## config.mk

```make
export PLATFORM = sky130hd
export DESIGN_NAME = irq_aggregator
export DESIGN_NICKNAME = d
export VERILOG_FILES = /design/src/rtl/irq_aggregator.sv
export SDC_FILE = /design/constraint.sdc
export NUM_CORES = 1
export LEC_CHECK = 0
export ABC_AREA = 1
export BUFFER_PORTS_ARGS = -buffer_cell sky130_fd_sc_hd__buf_2
export CORE_MARGIN = 5
export CORE_UTILIZATION = 45
export CTS_CLUSTER_DIAMETER = 60
export DETAILED_ROUTE_END_ITERATION = 7
export GPL_TIMING_DRIVEN = 0
export PLACE_DENSITY_LB_ADDON = 0.05
export SKIP_LAST_GASP = 1
export SYNTH_ARGS = -nofsm -noshare
export SYNTH_HDL_FRONTEND = slang
export SYNTH_SLANG_ARGS = --single-unit
```

## constraint.sdc

```tcl
create_clock -name clk -period 0.8 [get_ports clk]
set_clock_uncertainty 0.05 [all_clocks]
set_input_delay 0.04 -clock clk [delete_from_list [all_inputs] [get_ports clk]]
set_output_delay 0.04 -clock clk [all_outputs]
set_load 0.01 [all_outputs]
```

## src/rtl/irq_aggregator.sv

```systemverilog
module irq_aggregator #(
  parameter int N_SRC = 4
) (
  input  logic             clk,
  input  logic             rst_n,
  input  logic [N_SRC-1:0] src_i,
  input  logic             wr_en,
  input  logic [1:0]       wr_addr,
  input  logic [N_SRC-1:0] wr_data,
  input  logic [1:0]       rd_addr,
  output logic [N_SRC-1:0] rd_data_o,
  output logic             irq_o
);

  localparam logic [1:0] A_EN   = 2'd0;
  localparam logic [1:0] A_MODE = 2'd1;
  localparam logic [1:0] A_PEND = 2'd2;
  localparam logic [1:0] A_RAW  = 2'd3;

  logic [N_SRC-1:0] en_q, mode_q, pend_q, src_q;
  logic [N_SRC-1:0] rise, hit, ack;

  assign rise = src_i & ~src_q;
  assign hit  = en_q & ((mode_q & src_i) | (~mode_q & rise));
  assign ack  = (wr_en && wr_addr == A_PEND) ? wr_data : '0;

  always_ff @(posedge clk) begin
    if (!rst_n) begin
      en_q   <= '0;
      mode_q <= '0;
      pend_q <= '0;
      src_q  <= '0;
      irq_o  <= 1'b0;
    end else begin
      src_q  <= src_i;
      pend_q <= (pend_q & ~ack) | hit;
      irq_o  <= |(pend_q & en_q);
      if (wr_en && wr_addr == A_EN)   en_q   <= wr_data;
      if (wr_en && wr_addr == A_MODE) mode_q <= wr_data;
    end
  end

  always_comb begin
    case (rd_addr)
      A_EN:    rd_data_o = en_q;
      A_MODE:  rd_data_o = mode_q;
      A_PEND:  rd_data_o = pend_q;
      A_RAW:   rd_data_o = src_i;
      default: rd_data_o = '0;
    endcase
  end

  AST_IRQ_FALL: assert property (@(posedge clk) disable iff (!rst_n)
    !(|(pend_q & en_q)) |=> !irq_o);

  for (genvar i = 0; i < N_SRC; i++) begin : g_chk
    AST_EDGE_CAPTURE: assert property (@(posedge clk) disable iff (!rst_n)
      (en_q[i] && !mode_q[i] && src_i[i] && !src_q[i]) |=> pend_q[i]);
    AST_EDGE_NO_REARM: assert property (@(posedge clk) disable iff (!rst_n)
      (!mode_q[i] && src_i[i] && src_q[i] && !pend_q[i]) |=> !pend_q[i]);
    AST_LEVEL_HOLD: assert property (@(posedge clk) disable iff (!rst_n)
      (en_q[i] && mode_q[i] && src_i[i]) |=> pend_q[i]);
    AST_DISABLED_IDLE: assert property (@(posedge clk) disable iff (!rst_n)
      (!en_q[i] && !pend_q[i]) |=> !pend_q[i]);
  end

endmodule

```

==> flow_metrics.tcl, run 1 <==
set metrics [dict create \
    status "finished, violations left" \
    violations "negative setup slack" \
    timing.rr.start "pend_q[0]" \
    reg2reg_slack_ns -0.06 \
    core_sq_um 1690 \
    dr.pass1.iters 4 \
    nets 170 \
    worst_slew_pin_slew_ns 0.301 \
    io_buffers 17 \
    syn_area_sq_um 777 \
    ant_nets 0 \
    yosysSeqAreaShare_pct 43.8 \
    switching_share_pct 28.8 \
    drcViolationCount 0 \
    worst_setup_path_end_kind "primary output" \
    io_pins 20 \
    crit_start "mode_q[3]" \
    ir_drop_mv 0.952 \
    grt_setup_unrepaired "yes" \
    grt-ovfl-total 0 \
    grt_max_degree 11 \
    power_switching_mw 0.497 \
    path_clk_slew_ns 0.11 \
    hold_violations 0 \
    clock_latency_ns 0.30 \
    clock_sinks 17 \
    synthCells 113 \
    place.gp.congestion 0.792 \
    power_frac_comb_pct 18.8 \
    cp_num_cells 3 \
    p_per_area_nw_per_um2 1490 \
    crit_chain "nand3_2 > nand4_1 > buf_2" \
    fp.dieW_um 51.6 \
    p_int_mw 1.23 \
    hold_class "primary input to register" \
    num_rows 15 \
    clkPwrFrac_pct 28.5 \
    diodes 0 \
    period_share_pct 131 \
    area_growth_pct 48.8 \
    worst-setup-path-type "register to primary output" \
    antenna_found_initial 0 \
    setup_viol 10 \
    slew_headroom_pct 79.8 \
    crit_family "flip-flops" \
    max_freq_mhz 954 \
    critPathMaxFanout 2 \
    cts_buffers 3 \
    place_hpwl_mm 1.38 \
    seqPwrFrac_pct 52.7 \
    avgRoutedWirePerCell_um 13.1 \
    fillers 163 \
    wl_mm 2.24 \
    hp-start "rst_n" \
    viasPerCell 5.29 \
    period_needed_ns 1.05 \
    syn_nets 128 \
    r2r_cells 5 \
    crit_end "rd_data_o[3]" \
    worst_slack_ns -0.248 \
    finalInstanceArea_sq_um 1160 \
    critPathMaxStageDelay_ns 0.36 \
    ys_types 12 \
    drv_slew 0 \
    worst_r2r_endpoint "irq_o" \
    fp.dieH_um 51.6 \
    cp_slowest_cell "dfxtp_2" \
    crit_required_ns 0.71 \
    power.leakage_nw 0.533 \
    synth_seq_cells 17 \
    cts_buffer_depth 2 \
    drive_gt1_share_pct 42.2 \
    h-tree-depth 1 \
    start_util_pct 46.0 \
    syn_avg_cell_area_sq_um 6.88 \
    final_util_pct 68.4 \
    p_total_mw 1.73 \
    root_buffer "clkbuf_4" \
    critical_path_arrival_ns 0.96 \
    grt_pass1_vias 802 \
    drt_iter0_drc 23 \
    cp-start-kind "register" \
    cts_tree "built" \
    dpl-instance-area_sq_um 883 \
    synth-warning-count 0 \
    maxCapViolCount 0 \
    track_usage_pct 18.8 \
    path_buf_inv 1 \
    vias 904 \
    place_ws_ns -0.0980 \
    grt_first_pass_wirelength_mm 3.68 \
    die-area_sq_um 2660 \
]
[layout by cell type, fill, tap and decap left out]
cell type / netlist / routed
nand2_1: 21 / 18
nor2_2: 0 / 1
buf_2: 3 / 19
dfxtp_2: 0 / 12
inv_2: 0 / 3
dfxtp_1: 17 / 5
buf_6: 0 / 3
o21ai_0: 8 / 5
o21ai_1: 0 / 3
nand2_2: 0 / 3
a21oi_2: 0 / 1
clkbuf_4: 0 / 3
a31oi_1: 1 / 1
nand3_1: 16 / 10
clkinv_2: 2 / 3
nand4_1: 8 / 8
a21oi_1: 4 / 3
nand3_2: 2 / 8
nor2_1: 17 / 16
buf_4: 0 / 9
dlygate4sd3_1: 0 / 9
inv_1: 14 / 11
[final cells by class]
class / instances / area (sq um) / share of cell area (%)
buffer: 3 / 15.0 / 1.30
clock buffer: 3 / 22.5 / 1.95
clock inverter: 1 / 5.00 / 0.433
inverter: 16 / 62.6 / 5.41
multi-input combinational: 77 / 403 / 34.8
sequential: 17 / 355 / 30.7
tap: 17 / 21.3 / 1.84
timing repair buffer: 37 / 272 / 23.5
[registers in the layout, indices dropped and copies added (netlist names)]
| signal | cells |
|---|---|
| en_q | 4 |
| irq_o | 1 |
| mode_q | 4 |
| pend_q | 4 |
| src_q | 4 |
[kinds of logic (layout without fill, tap and decap cells)]
family,Yosys count,count (layout),share of synthesized area (%)
and+or+nand+nor,64,64,37.7
DFF,17,17,43.8
AOI/OAI and AO/OA,13,13,8.54
buffers and inverters,19,60,9.98
[synthesized netlist by cell type]
library cell | n | share of area, %
buf_2 | 3 | 1.9
nand3_1 | 16 | 10
dfxtp_1 | 17 | 44
a21oi_1 | 4 | 2.6
nand2_1 | 21 | 10
nand4_1 | 8 | 6.4
nand3_2 | 2 | 2.6
o21ai_0 | 8 | 5.2
a31oi_1 | 1 | 0.81
inv_1 | 14 | 6.8
nor2_1 | 17 | 8.2
clkinv_2 | 2 | 1.3
[timing repair]
item / 4_1_cts / 5_1_grt
hold buffers: 9 / 0
pin swaps: 4 / 9
gates resized for setup: 15 / 17
endpoints found under the setup margin: 5 / 15
endpoints found under the hold margin: 16 / 0
setup buffers: 12 / 1
[metrics by stage]
| step | setup TNS (ns) | std cells | hold WS (ns) |
|---|---|---|---|
| 2_1_floorplan | 0 | 113 | 0.0835 |
| 3_3_place_gp | -0.490 | 147 | 0.202 |
| 3_5_place_dp | -0.598 | 147 | 0.207 |
| 4_1_cts | -1.09 | 172 | 0.0216 |
| 5_1_grt | -1.50 | 171 | 0.0631 |
| 6_report | -1.11 | 171 | 0.0499 |
[routing by layer]
layer	global-route usage, %	vias up	share of wire, %	routed length (um)
li1	-	454	-	-
met1	26.2	409	45	1000
met2	28.2	34	46	1030
met3	2.87	7	6.4	143
met4	8.73	0	2.9	65
met5	0	-	0	0
[worst min-delay path by stage]
stage                            to  slack [ns]  depth (start not counted)
final                     pend_q[3]        0.05                          3
after global routing      pend_q[3]        0.06                          3
after CTS                 pend_q[1]        0.02                          3
after detailed placement   src_q[2]        0.21                          3
after global placement     src_q[1]        0.20                          3
after floorplan            src_q[0]        0.08                          2
[worst register-to-register path, delay by kind of cell (launching register included)]
family	cells	cell delay (ns)
AOI/OAI and AO/OA	1	0.07
buffers and inverters	2	0.18
DFF	1	0.33
and+or+nand+nor	2	0.12
[power groups by stage]
stage | clock network, mW | registers (mW) | logic, mW
global route | 0.534 | 0.913 | 0.361
detailed placement | 0 | 0.929 | 0.220
global placement | 0 | 0.928 | 0.217
CTS | 0.490 | 0.906 | 0.305
floorplan | 0 | 0.923 | 0.128
finish | 0.491 | 0.910 | 0.324
(Power assumes the default switching activity.)
==> inputs of run 2 (changes only) <==
- CORE_MARGIN: 5 -> 10
==> run 2 against run 1 <==
Net effect: the flow finishes with violations (negative hold slack, negative setup slack); clock power decreased by 1%; via count increased by 1.2%; die area increased by 43%; power increased by 1.3%; cell count decreased by 0.58%; register-to-register slack got worse by 0.02 ns; combinational power increased by 8.0%.
==> flow_metrics.tcl, run 2 (synthesis results as in run 1) <==
set metrics [dict create \
    status "finished, violations left" \
    violations "negative hold slack, negative setup slack" \
    timing.rr.start "mode_q[3]" \
    nets 170 \
    p_int_mw 1.24 \
    track_usage_pct 15.0 \
    num_rows 14 \
    seqPwrFrac_pct 52.2 \
    hold_violations 1 \
    core_sq_um 1580 \
    worst_slack_ns -0.259 \
    max_freq_mhz 944 \
    clock_latency_ns 0.30 \
    root_buffer "clkbuf_4" \
    clkPwrFrac_pct 27.8 \
    start_util_pct 49.3 \
    path_clk_slew_ns 0.11 \
    h-tree-depth 1 \
    wl_mm 2.65 \
    grt_setup_unrepaired "yes" \
    slew_headroom_pct 77.5 \
    grt-ovfl-total 0 \
    p_per_area_nw_per_um2 1480 \
    dpl-instance-area_sq_um 882 \
    power.leakage_nw 0.534 \
    fp.dieW_um 61.6 \
    crit_required_ns 0.71 \
    power_switching_mw 0.503 \
    worst-setup-path-type "register to primary output" \
    final_common_cell "buf_2" \
    place.gp.congestion 0.818 \
    cp-start-kind "register" \
    reg2reg_slack_ns -0.08 \
    critical_path_arrival_ns 0.97 \
    hold_class "primary input to register" \
    worst_setup_path_end_kind "primary output" \
    setup_viol 9 \
    period_needed_ns 1.06 \
    final_util_pct 74.8 \
    period_share_pct 132 \
    area_growth_pct 51.9 \
    maxCapViolCount 0 \
    die-area_sq_um 3790 \
    power_frac_comb_pct 20.0 \
    drt_iter0_drc 31 \
    grt_pass1_vias 944 \
    r2r_cells 5 \
    drive_gt1_share_pct 43.5 \
    worst_slew_pin_slew_ns 0.337 \
    dr.pass1.iters 4 \
    ir_drop_mv 1.13 \
    drcViolationCount 0 \
    grt_max_degree 11 \
    diodes 0 \
    setup_tns_ns -1.22 \
    cts_buffer_depth 2 \
    vias 915 \
    place_ws_ns -0.115 \
    antenna_found_initial 0 \
    mostFrequentLayoutCells "buf_2 (19), nand2_1 (17), nor2_1 (16)" \
    fp.dieH_um 61.6 \
    hp-start "wr_data[1]" \
    place_hpwl_mm 1.61 \
    min_path_cells 3 \
    critPathMaxFanout 2 \
    worst_r2r_endpoint "pend_q[3]" \
    ant_nets 0 \
    io_buffers 17 \
    drv_slew 0 \
    worst_hold_path.endpoint "mode_q[1]" \
    grt_first_pass_wirelength_mm 4.24 \
    cts_tree "built" \
    clock_sinks 17 \
    timing.hold.ws_ns -0.00593 \
    finalInstanceArea_sq_um 1180 \
    io_pins 20 \
    avgRoutedWirePerCell_um 15.6 \
    switching_share_pct 28.8 \
    cts_buffers 3 \
    viasPerCell 5.38 \
]
==> run 2: layer usage <==
metal  routed length, um  vias to the layer above  track usage, %
li1                    -                      451               -
met1                1170                      421            17.3
met2                1250                       33            25.5
met3                 149                       10            4.32
met4                  83                        0            5.41
met5                   0                        -               0
==> run 2: what timing repair did <==
| item | in CTS | in global routing |
|---|---|---|
| endpoints found under the hold margin | 14 | 0 |
| setup buffers | 12 | 1 |
| hold buffers | 9 | 0 |
| resized for setup | 18 | 24 |
| pin swaps | 6 | 7 |
| gates cloned | 0 | 0 |
| endpoints found under the setup margin | 7 | 17 |
==> run 2: power groups by stage <==
stage          clock network [mW]  logic, mW  registers, mW
6_report                    0.486      0.350          0.912
5_1_grt                     0.526      0.383          0.917
4_1_cts                     0.470      0.314          0.907
3_5_place_dp                    0      0.223          0.931
3_3_place_gp                    0      0.217          0.928
2_1_floorplan                   0      0.128          0.923
==> run 2: cell type report <==
cell class              count  area (sq um)
inverters                  16          62.6
fillers                   147           397
plain buffers               3          15.0
clock buffers               4          26.3
repair buffers             37           283
well taps                  16          20.0
flip-flops and latches     17           355
multi-input cells          77           418
==> run 2: stage by stage <==
| stage | total power [mW] | std cells |
|---|---|---|
| after floorplan | 1.05 | 113 |
| after global placement | 1.14 | 146 |
| after detailed placement | 1.15 | 146 |
| after CTS | 1.69 | 171 |
| after global routing | 1.83 | 170 |
| final | 1.75 | 170 |
==> run 2: worst max-delay path by stage <==
stage / start / to / cells past startpoint
3_5_place_dp: rd_addr[0] / rd_data_o[3] / 5
3_3_place_gp: rd_addr[0] / rd_data_o[3] / 5
4_1_cts: en_q[3] / rd_data_o[3] / 3
6_report: en_q[1] / rd_data_o[1] / 3
5_1_grt: pend_q[3] / rd_data_o[3] / 3
2_1_floorplan: mode_q[0] / pend_q[0] / 4
==> run 2: critical path: stages, from the launching register on <==
cell and delay [ns]:
dfxtp_2 0.35, nand2_1 0.06, nand4_1 0.12, buf_2 0.14
